===== src/rtl/twiu_pkg.sv =====
package twiu_pkg;

  typedef enum logic [2:0] {
    PH_IDLE  = 3'd0,
    PH_LOW   = 3'd1,
    PH_HIGH  = 3'd2,
    PH_SETUP = 3'd3,
    PH_HOLD  = 3'd4
  } phase_t;

endpackage


===== src/rtl/twiu_sync.sv =====
module twiu_sync #(
  parameter int STAGES = 2
) (
  input  logic clk,
  input  logic rst_n,
  input  logic d_async,
  output logic q_sync
);

  logic [STAGES-1:0] chain_q;

  generate
    if (STAGES == 1) begin : g_one
      always_ff @(posedge clk or negedge rst_n) begin
        if (!rst_n) chain_q <= '1;
        else        chain_q <= d_async;
      end
    end else begin : g_many
      always_ff @(posedge clk or negedge rst_n) begin
        if (!rst_n) chain_q <= '1;
        else        chain_q <= {chain_q[STAGES-2:0], d_async};
      end
    end
  endgenerate

  assign q_sync = chain_q[STAGES-1];

endmodule


===== src/rtl/twiu_timer.sv =====
module twiu_timer #(
  parameter int W = 8
) (
  input  logic         clk,
  input  logic         rst_n,
  input  logic         load,
  input  logic [W-1:0] load_val,
  output logic         expired
);

  logic [W-1:0] cnt_q, cnt_d;
  logic         cnt_en;

  assign cnt_en = load || (cnt_q != '0);

  always_comb begin
    if (load) cnt_d = load_val;
    else      cnt_d = cnt_q - 1'b1;
  end

  always_ff @(posedge clk or negedge rst_n) begin
    if (!rst_n)      cnt_q <= '0;
    else if (cnt_en) cnt_q <= cnt_d;
  end

  assign expired = (cnt_q == '0);

endmodule


===== src/rtl/twiu_fsm.sv =====
module twiu_fsm
  import twiu_pkg::*;
#(
  parameter int LOW_CYC    = 260,
  parameter int HIGH_CYC   = 140,
  parameter int SETUP_CYC  = 130,
  parameter int HOLD_CYC   = 130,
  parameter int MAX_PULSES = 9,
  parameter int TW         = 9,
  parameter int PW         = 4
) (
  input  logic          clk,
  input  logic          rst_n,
  input  logic          req,
  input  logic          sda_s,
  input  logic          t_expired,
  output logic          t_load,
  output logic [TW-1:0] t_val,
  output logic          scl_pull,
  output logic          sda_pull,
  output logic          done,
  output logic          fail
);

  localparam logic [TW-1:0] LOW_LD   = TW'(LOW_CYC - 1);
  localparam logic [TW-1:0] HIGH_LD  = TW'(HIGH_CYC - 1);
  localparam logic [TW-1:0] SETUP_LD = TW'(SETUP_CYC - 1);
  localparam logic [TW-1:0] HOLD_LD  = TW'(HOLD_CYC - 1);
  localparam logic [PW-1:0] PULSE_LIM = PW'(MAX_PULSES);

  phase_t        ph_q, ph_d;
  logic [PW-1:0] pulses_q, pulses_d;
  logic          done_d, fail_d;
  logic          scl_q, sda_q, done_q, fail_q;

  always_comb begin
    ph_d     = ph_q;
    pulses_d = pulses_q;
    t_load   = 1'b0;
    t_val    = '0;
    done_d   = 1'b0;
    fail_d   = 1'b0;
    unique case (ph_q)
      PH_IDLE: begin
        if (req) begin
          ph_d     = PH_LOW;
          pulses_d = '0;
          t_load   = 1'b1;
          t_val    = LOW_LD;
        end
      end
      PH_LOW: begin
        if (t_expired) begin
          ph_d     = PH_HIGH;
          pulses_d = pulses_q + 1'b1;
          t_load   = 1'b1;
          t_val    = HIGH_LD;
        end
      end
      PH_HIGH: begin
        if (t_expired) begin
          if (sda_s) begin
            ph_d   = PH_SETUP;
            t_load = 1'b1;
            t_val  = SETUP_LD;
          end else if (pulses_q >= PULSE_LIM) begin
            ph_d   = PH_IDLE;
            fail_d = 1'b1;
          end else begin
            ph_d   = PH_LOW;
            t_load = 1'b1;
            t_val  = LOW_LD;
          end
        end
      end
      PH_SETUP: begin
        if (t_expired) begin
          ph_d   = PH_HOLD;
          t_load = 1'b1;
          t_val  = HOLD_LD;
        end
      end
      PH_HOLD: begin
        if (t_expired) begin
          ph_d   = PH_IDLE;
          done_d = 1'b1;
        end
      end
      default: ph_d = PH_IDLE;
    endcase
  end

  always_ff @(posedge clk or negedge rst_n) begin
    if (!rst_n) begin
      ph_q     <= PH_IDLE;
      pulses_q <= '0;
      scl_q    <= 1'b0;
      sda_q    <= 1'b0;
      done_q   <= 1'b0;
      fail_q   <= 1'b0;
    end else begin
      ph_q     <= ph_d;
      pulses_q <= pulses_d;
      scl_q    <= (ph_d == PH_LOW);
      sda_q    <= (ph_d == PH_HOLD);
      done_q   <= done_d;
      fail_q   <= fail_d;
    end
  end

  assign scl_pull = scl_q;
  assign sda_pull = sda_q;
  assign done     = done_q;
  assign fail     = fail_q;

endmodule


===== src/rtl/twi_unstick.sv =====
module twi_unstick #(
  parameter int LOW_CYC     = 260,
  parameter int HIGH_CYC    = 140,
  parameter int SETUP_CYC   = 130,
  parameter int HOLD_CYC    = 130,
  parameter int MAX_PULSES  = 9,
  parameter int SYNC_STAGES = 2
) (
  input  logic clk,
  input  logic rst_n,
  input  logic recover_req,
  input  logic sda_in,
  output logic scl_pull,
  output logic sda_pull,
  output logic done,
  output logic fail
);

  localparam int MAX_A = (LOW_CYC > HIGH_CYC) ? LOW_CYC : HIGH_CYC;
  localparam int MAX_B = (SETUP_CYC > HOLD_CYC) ? SETUP_CYC : HOLD_CYC;
  localparam int MAX_T = (MAX_A > MAX_B) ? MAX_A : MAX_B;
  localparam int TW    = $clog2(MAX_T + 1);
  localparam int PW    = $clog2(MAX_PULSES + 1);

  logic          sda_s;
  logic          t_load, t_expired;
  logic [TW-1:0] t_val;

  twiu_sync #(.STAGES(SYNC_STAGES)) u_sync (
    .clk     (clk),
    .rst_n   (rst_n),
    .d_async (sda_in),
    .q_sync  (sda_s)
  );

  twiu_timer #(.W(TW)) u_timer (
    .clk      (clk),
    .rst_n    (rst_n),
    .load     (t_load),
    .load_val (t_val),
    .expired  (t_expired)
  );

  twiu_fsm #(
    .LOW_CYC    (LOW_CYC),
    .HIGH_CYC   (HIGH_CYC),
    .SETUP_CYC  (SETUP_CYC),
    .HOLD_CYC   (HOLD_CYC),
    .MAX_PULSES (MAX_PULSES),
    .TW         (TW),
    .PW         (PW)
  ) u_fsm (
    .clk       (clk),
    .rst_n     (rst_n),
    .req       (recover_req),
    .sda_s     (sda_s),
    .t_expired (t_expired),
    .t_load    (t_load),
    .t_val     (t_val),
    .scl_pull  (scl_pull),
    .sda_pull  (sda_pull),
    .done      (done),
    .fail      (fail)
  );

endmodule


===== config.mk =====
export PLATFORM = sky130hd
export DESIGN_NAME = twi_unstick
export DESIGN_NICKNAME = d
export VERILOG_FILES = /design/src/rtl/twiu_pkg.sv /design/src/rtl/twiu_sync.sv /design/src/rtl/twiu_timer.sv /design/src/rtl/twiu_fsm.sv /design/src/rtl/twi_unstick.sv
export SDC_FILE = /design/constraint.sdc
export NUM_CORES = 1
export LEC_CHECK = 0
export ABC_AREA = 1
export CAP_MARGIN = 20
export CORE_MARGIN = 1
export CORE_UTILIZATION = 30
export DETAILED_ROUTE_END_ITERATION = 10
export DONT_BUFFER_PORTS = 1
export HOLD_SLACK_MARGIN = 0.05
export PLACE_DENSITY = 0.45
export SYNTH_ARGS = -nofsm -noshare
export SYNTH_HDL_FRONTEND = slang
export SYNTH_SLANG_ARGS = --single-unit

===== constraint.sdc =====
create_clock -name clk -period 2.44 [get_ports clk]
set_clock_uncertainty 0.2 [all_clocks]
set_input_delay 0 -clock clk [delete_from_list [all_inputs] [get_ports clk]]
set_output_delay 0 -clock clk [all_outputs]
set_load 0.03 [all_outputs]

Word level (Yosys, flattened, before mapping)
Cells that the tools add are included.
W data, S select, Z words.
{"block": "op_classes", "n_addsub": 2, "n_lt_le_gt_ge": 1, "eq_ne": 8, "muxes": 30, "reduce_logical": 7}
{"cell": "$mux W9", "count": 5}
{"cell": "$pmux W9 S4", "count": 1}
{"cell": "$mux W3", "count": 6}
{"cell": "$mux W8", "count": 2}
{"cell": "$pmux W3 S5", "count": 1}
{"cell": "$mux W1", "count": 11}
{"cell": "$logic_not A9 Y1", "count": 1}
{"cell": "$reduce_bool A9 Y1", "count": 1}
{"cell": "$sub A9 B1 Y9 const B", "count": 1}
{"cell": "$mux W4", "count": 2}
{"cell": "$pmux W4 S2", "count": 1}
{"cell": "$eq A3 B1 Y1 const B", "count": 2}
{"cell": "$eq A3 B2 Y1 const B", "count": 2}
{"cell": "$eq A3 B3 Y1 const B", "count": 2}
{"cell": "$add A4 B1 Y4 const B", "count": 1}
{"cell": "$ge A4 B4 Y1 const B", "count": 1}
{"cell": "$ne A2 B2 Y1 const B", "count": 2}
{"cell": "$logic_not A3 Y1", "count": 1}
{"cell": "$pmux W1 S3", "count": 1}
{"cell": "$reduce_and A3 Y1", "count": 1}
{"cell": "$reduce_bool A2 Y1", "count": 1}
{"cell": "$reduce_or A2 Y1", "count": 1}
{"cell": "$logic_or A1 B1 Y1", "count": 1}
{"block": "totals", "reg_bits": 22, "inputBits": 4, "output_inout_bits": 4, "word_cells": 56}

Longest topological paths before layout
{"block": "logic_depth", "word_depth": 6, "mapped_depth": 13, "ltp_nobuf": 12}

By module
From an unflattened synthesis, not the netlist that was laid out.
{"block": "hier_totals", "hier_cells": 151, "area_unflattened_um2": 1247.4}
{"mod": "twiu_fsm", "n_inst": 1, "cells_each": 71, "area_per_inst_um2": 613.1, "seq_area_each_um2": 275.3}
{"mod": "twiu_timer", "n_inst": 1, "cells_each": 78, "area_per_inst_um2": 581.8, "seq_area_each_um2": 225.2}
{"mod": "twiu_sync", "n_inst": 1, "cells_each": 2, "area_per_inst_um2": 52.6, "seq_area_each_um2": 52.6}

Worst setup path before layout
No wires, ideal clock.
{"block": "synth_path", "path_kind": "register -> register", "from": "register u_timer.cnt_q[0]", "to": "register u_timer.cnt_q[1]", "setup_ps": 116, "t_arrival_ps": 1430, "required_time_ps": 2124, "slack_ps": 693, "path_stages_with_launch": 13, "n_path_buf": 1, "period_less_slack_ps": 1747, "path_cell_list": "dfrtp_1 > inv_1 > ha_1 > inv_1 > nor2_1 > nand2_4 > nor2_8 > buf_12 > nand3_1 > nand2_1 > nand3_1 > nand2_1 > nand2_1"}
{"block": "synth_via", "elab_chain_len": 4, "elab_cells_between_ends": 11, "classes_between": "add/sub: 1; mux: 7; reduce/logical: 3"}
{"item": "start, declared", "line": "twiu_timer.sv:11", "rtl": "logic [W-1:0] cnt_q, cnt_d;"}
{"item": "start signal, assigned", "line": "twiu_timer.sv:23", "rtl": "else if (cnt_en) cnt_q <= cnt_d;"}
{"item": "parallel branches: the longest is 4 deep, another holds $sub A9 B1 Y9"}
Several ways; the timed one is not identified.
A chain may end at the register's enable or synchronous reset.

Final worst setup path
{"block": "layout_path", "from": "register u_timer.cnt_q[0]", "to": "register u_timer.cnt_q[3]"}
The elaborated chain is that of the path after synthesis.

==> flow_metrics.tcl <==
set metrics [dict create \
    status "finished, final reports clean" \
    die_w_um 67.5 \
    area_delta_synth_final_pct 12.8 \
    rows 23 \
    cts_setup_buffers 0 \
    n_antenna_cell 0 \
    yosys_warnings 0 \
    vias 943 \
    fin_ws_ps 407 \
    pre_cts_ws_ps 404 \
    ys_seq_area_frac 0.429 \
    vias_per_cell 4.53 \
    slowest_delay_ps 380 \
    ys.flop_type "dfrtp_1" \
    required_ps 2410 \
    synth_edf_count 0 \
    drt_iter0_markers 40 \
    path_cells "inv_1 > ha_1 > inv_1 > nor2_1 > nand2_4 > nor2_8 > nand3_1 > nand2_1 > nand2_1 > nand2_1 > nor2_1" \
    tightest_slew_ps 319 \
    p_int_w 0.000520 \
    hold_buffers 3 \
    p_seq_frac 0.567 \
    path_common_cell "nand2_1" \
    maxCapViolCount 0 \
    rsz0062_at_grt "no" \
    grt_pass1_wl_um 4260 \
    timing.critical_path.buf_inv 2 \
    crit_path_end_kind "flop" \
    synthDistinctLibCells 27 \
    htreeDepth 1 \
    slowest_stage "dfrtp_1" \
    cts_tree "done" \
    grt_pass1_vias 912 \
    drive_above_1_share 0.222 \
    insertion_delay_ps 260 \
    fin_util 0.358 \
    ant_nets 0 \
    synth_area_leaders "dfrtp_1 39%, nand2_1 7.3%, nand3_1 6.2%, ha_1 4.9%, inv_1 4.7%" \
    port_buffers 0 \
    power_w 0.000650 \
    finalNonFillerCells 208 \
    fin_crit_ps 2030 \
    syn_inst 150 \
    switchingPower_w 0.000130 \
    cts-root-buf "clkbuf_8" \
    dieArea_sq_um 4560 \
    start_kind "flop" \
    critPathKind "flop to flop" \
    maxSlewViolCount 0 \
    gp_congestion 0.782 \
    tns_ps 0 \
    setup_viol 0 \
    fmax_mhz 492 \
    core_sq_um 4060 \
    grt_usage 0.130 \
    crit_fanout 17 \
    cts_buffers 3 \
    ir_worst_vdd_mv 0.251 \
    relSlewSlack 0.786 \
    synth_fp_nets 159 \
    synth.avg_cell_area_sq_um 8.59 \
    hp-class "primary input to flop" \
    clockBufferDepth 2 \
    ys_ff_latch 22 \
    post-place-cells 199 \
    synth_area_leader_cell "dfrtp_1" \
    hold_viol_final 0 \
    initial_core_util 0.318 \
    post_cts_resized 0 \
    overflow 0 \
    clock_power_share 0.405 \
    clkSinkCount 22 \
    die_h_um 67.5 \
    antenna_found_initial 0 \
    power_density_nw_per_um2 447 \
    drc 0 \
    cts.reportedPaths.clkPinSlew_ps 80 \
    wirelength_um 2490 \
    critical-path-top-delay-family "simple AND/OR/NAND/NOR gates" \
    fin_nets 168 \
    io_pins 8 \
    min_period_over_period 0.833 \
    cp.arrival_ps 2000 \
    syn-cell-area_sq_um 1290 \
    synth-async-reset-ratio 1.00 \
    switching_share 0.199 \
    wire_per_inst_um 12.0 \
    netlist.area_leader.share 0.388 \
    leakage_nw 0.715 \
    grt_max_degree 23 \
    dr.pass1.iters 4 \
    hpwlAfterDp_um 1840 \
    comb_power_share 0.028 \
]
## final timing paths
path / cells past startpoint / to / from / slack [ps]
min in group asynchronous: 2 / u_timer.cnt_q[7]$_DFFE_PN0P_ / rst_n / 380
worst min register to register: 0 / u_sync.chain_q[1]$_DFF_PN1_ / u_sync.chain_q[0]$_DFF_PN1_ / 160
worst min-delay path: 1 / u_sync.chain_q[0]$_DFF_PN1_ / sda_in / 80
worst max register to register: 11 / u_timer.cnt_q[3]$_DFFE_PN0P_ / u_timer.cnt_q[0]$_DFFE_PN0P_ / 410
worst max-delay path: 11 / u_timer.cnt_q[3]$_DFFE_PN0P_ / u_timer.cnt_q[0]$_DFFE_PN0P_ / 410
max in group asynchronous: 3 / u_sync.chain_q[0]$_DFF_PN1_ / rst_n / 1180
## synth_stat cells (all sizes together) (2+ instances only)
cell / count
nand2: 35
inv: 21
dfrtp: 20
nor2: 19
nand3: 18
a21oi: 7
nor3: 7
ha: 5
o21ai: 5
nand4: 4
dfstp: 2
xnor2: 2
## final cells by class
class                   instances  area, sq um
clock buffers                   4         55.1
fillers                       407         2600
inverters                      21         78.8
multi-input cells             106          637
repair buffers                  5         67.6
well taps                      50         62.6
flip-flops and latches         22          553
## flip-flops by register name, summed over array words and instances (netlist names)
signal / cells
u_fsm.ph_q: 3
u_fsm.scl_pull: 1
u_fsm.pulses_q: 4
u_fsm.done: 1
u_timer.cnt_q: 9
u_fsm.sda_pull: 1
u_fsm.fail: 1
u_sync.chain_q: 2
## cell families (layout without fill, tap and decap cells)
family	after synthesis	in the layout	synth area share
xor+xnor	3	3	0.0204
compound gates	13	13	0.0563
flops	22	22	0.429
simple gates	85	85	0.369
fa+ha+maj	5	5	0.0485
buf+inv	22	30	0.0767
## power by group through the flow
stage | sequential [W] | clock [W] | combinational, W
global route | 0.000369 | 0.000295 | 0.0000206
floorplan | 0.000375 | 0 | 0.000000465
detailed placement | 0.000376 | 0 | 0.000000546
finish | 0.000368 | 0.000263 | 0.0000180
global placement | 0.000376 | 0 | 0.000000534
CTS | 0.000369 | 0.000278 | 0.0000124
## layout by cell type (no fill, tap or decap)
cell type	synthesis	layout
nor2_2	1	1
ha_1	5	5
buf_16	0	1
or2_2	1	1
nor3_1	5	5
xor2_1	1	1
nand3_2	2	2
nand2_1	25	25
nand2_4	2	2
dlygate4sd3_1	0	4
o21ai_0	5	5
nand2_2	8	8
inv_2	5	5
a31o_2	1	1
inv_1	16	16
a21oi_2	1	1
dfstp_2	2	2
nor3_2	1	1
nor2_4	4	4
nor2_8	1	1
nand3_1	16	16
clkbuf_8	0	4
nor4_1	1	1
nor3_4	1	1
dfrtp_1	20	20
xnor2_1	2	2
nor2_1	13	13
nand4_1	4	4
a21oi_1	6	6
## per-stage QoR
step | hold WS (ps) | area (sq um)
after floorplan | -496 | 1290
after CTS | 62.5 | 1420
after global placement | -495 | 1330
after detailed placement | -495 | 1330
after global routing | 70.6 | 1450
final | 78.2 | 1450
## routing by layer
metal  vias up  routed length (um)  GRT usage
met3         4                  60     0.0355
met4         0                  36     0.0479
li1        499                   -          -
met2         8                1120      0.194
met5         -                   0          0
met1       432                1270      0.176
(Power assumes the default switching activity.)
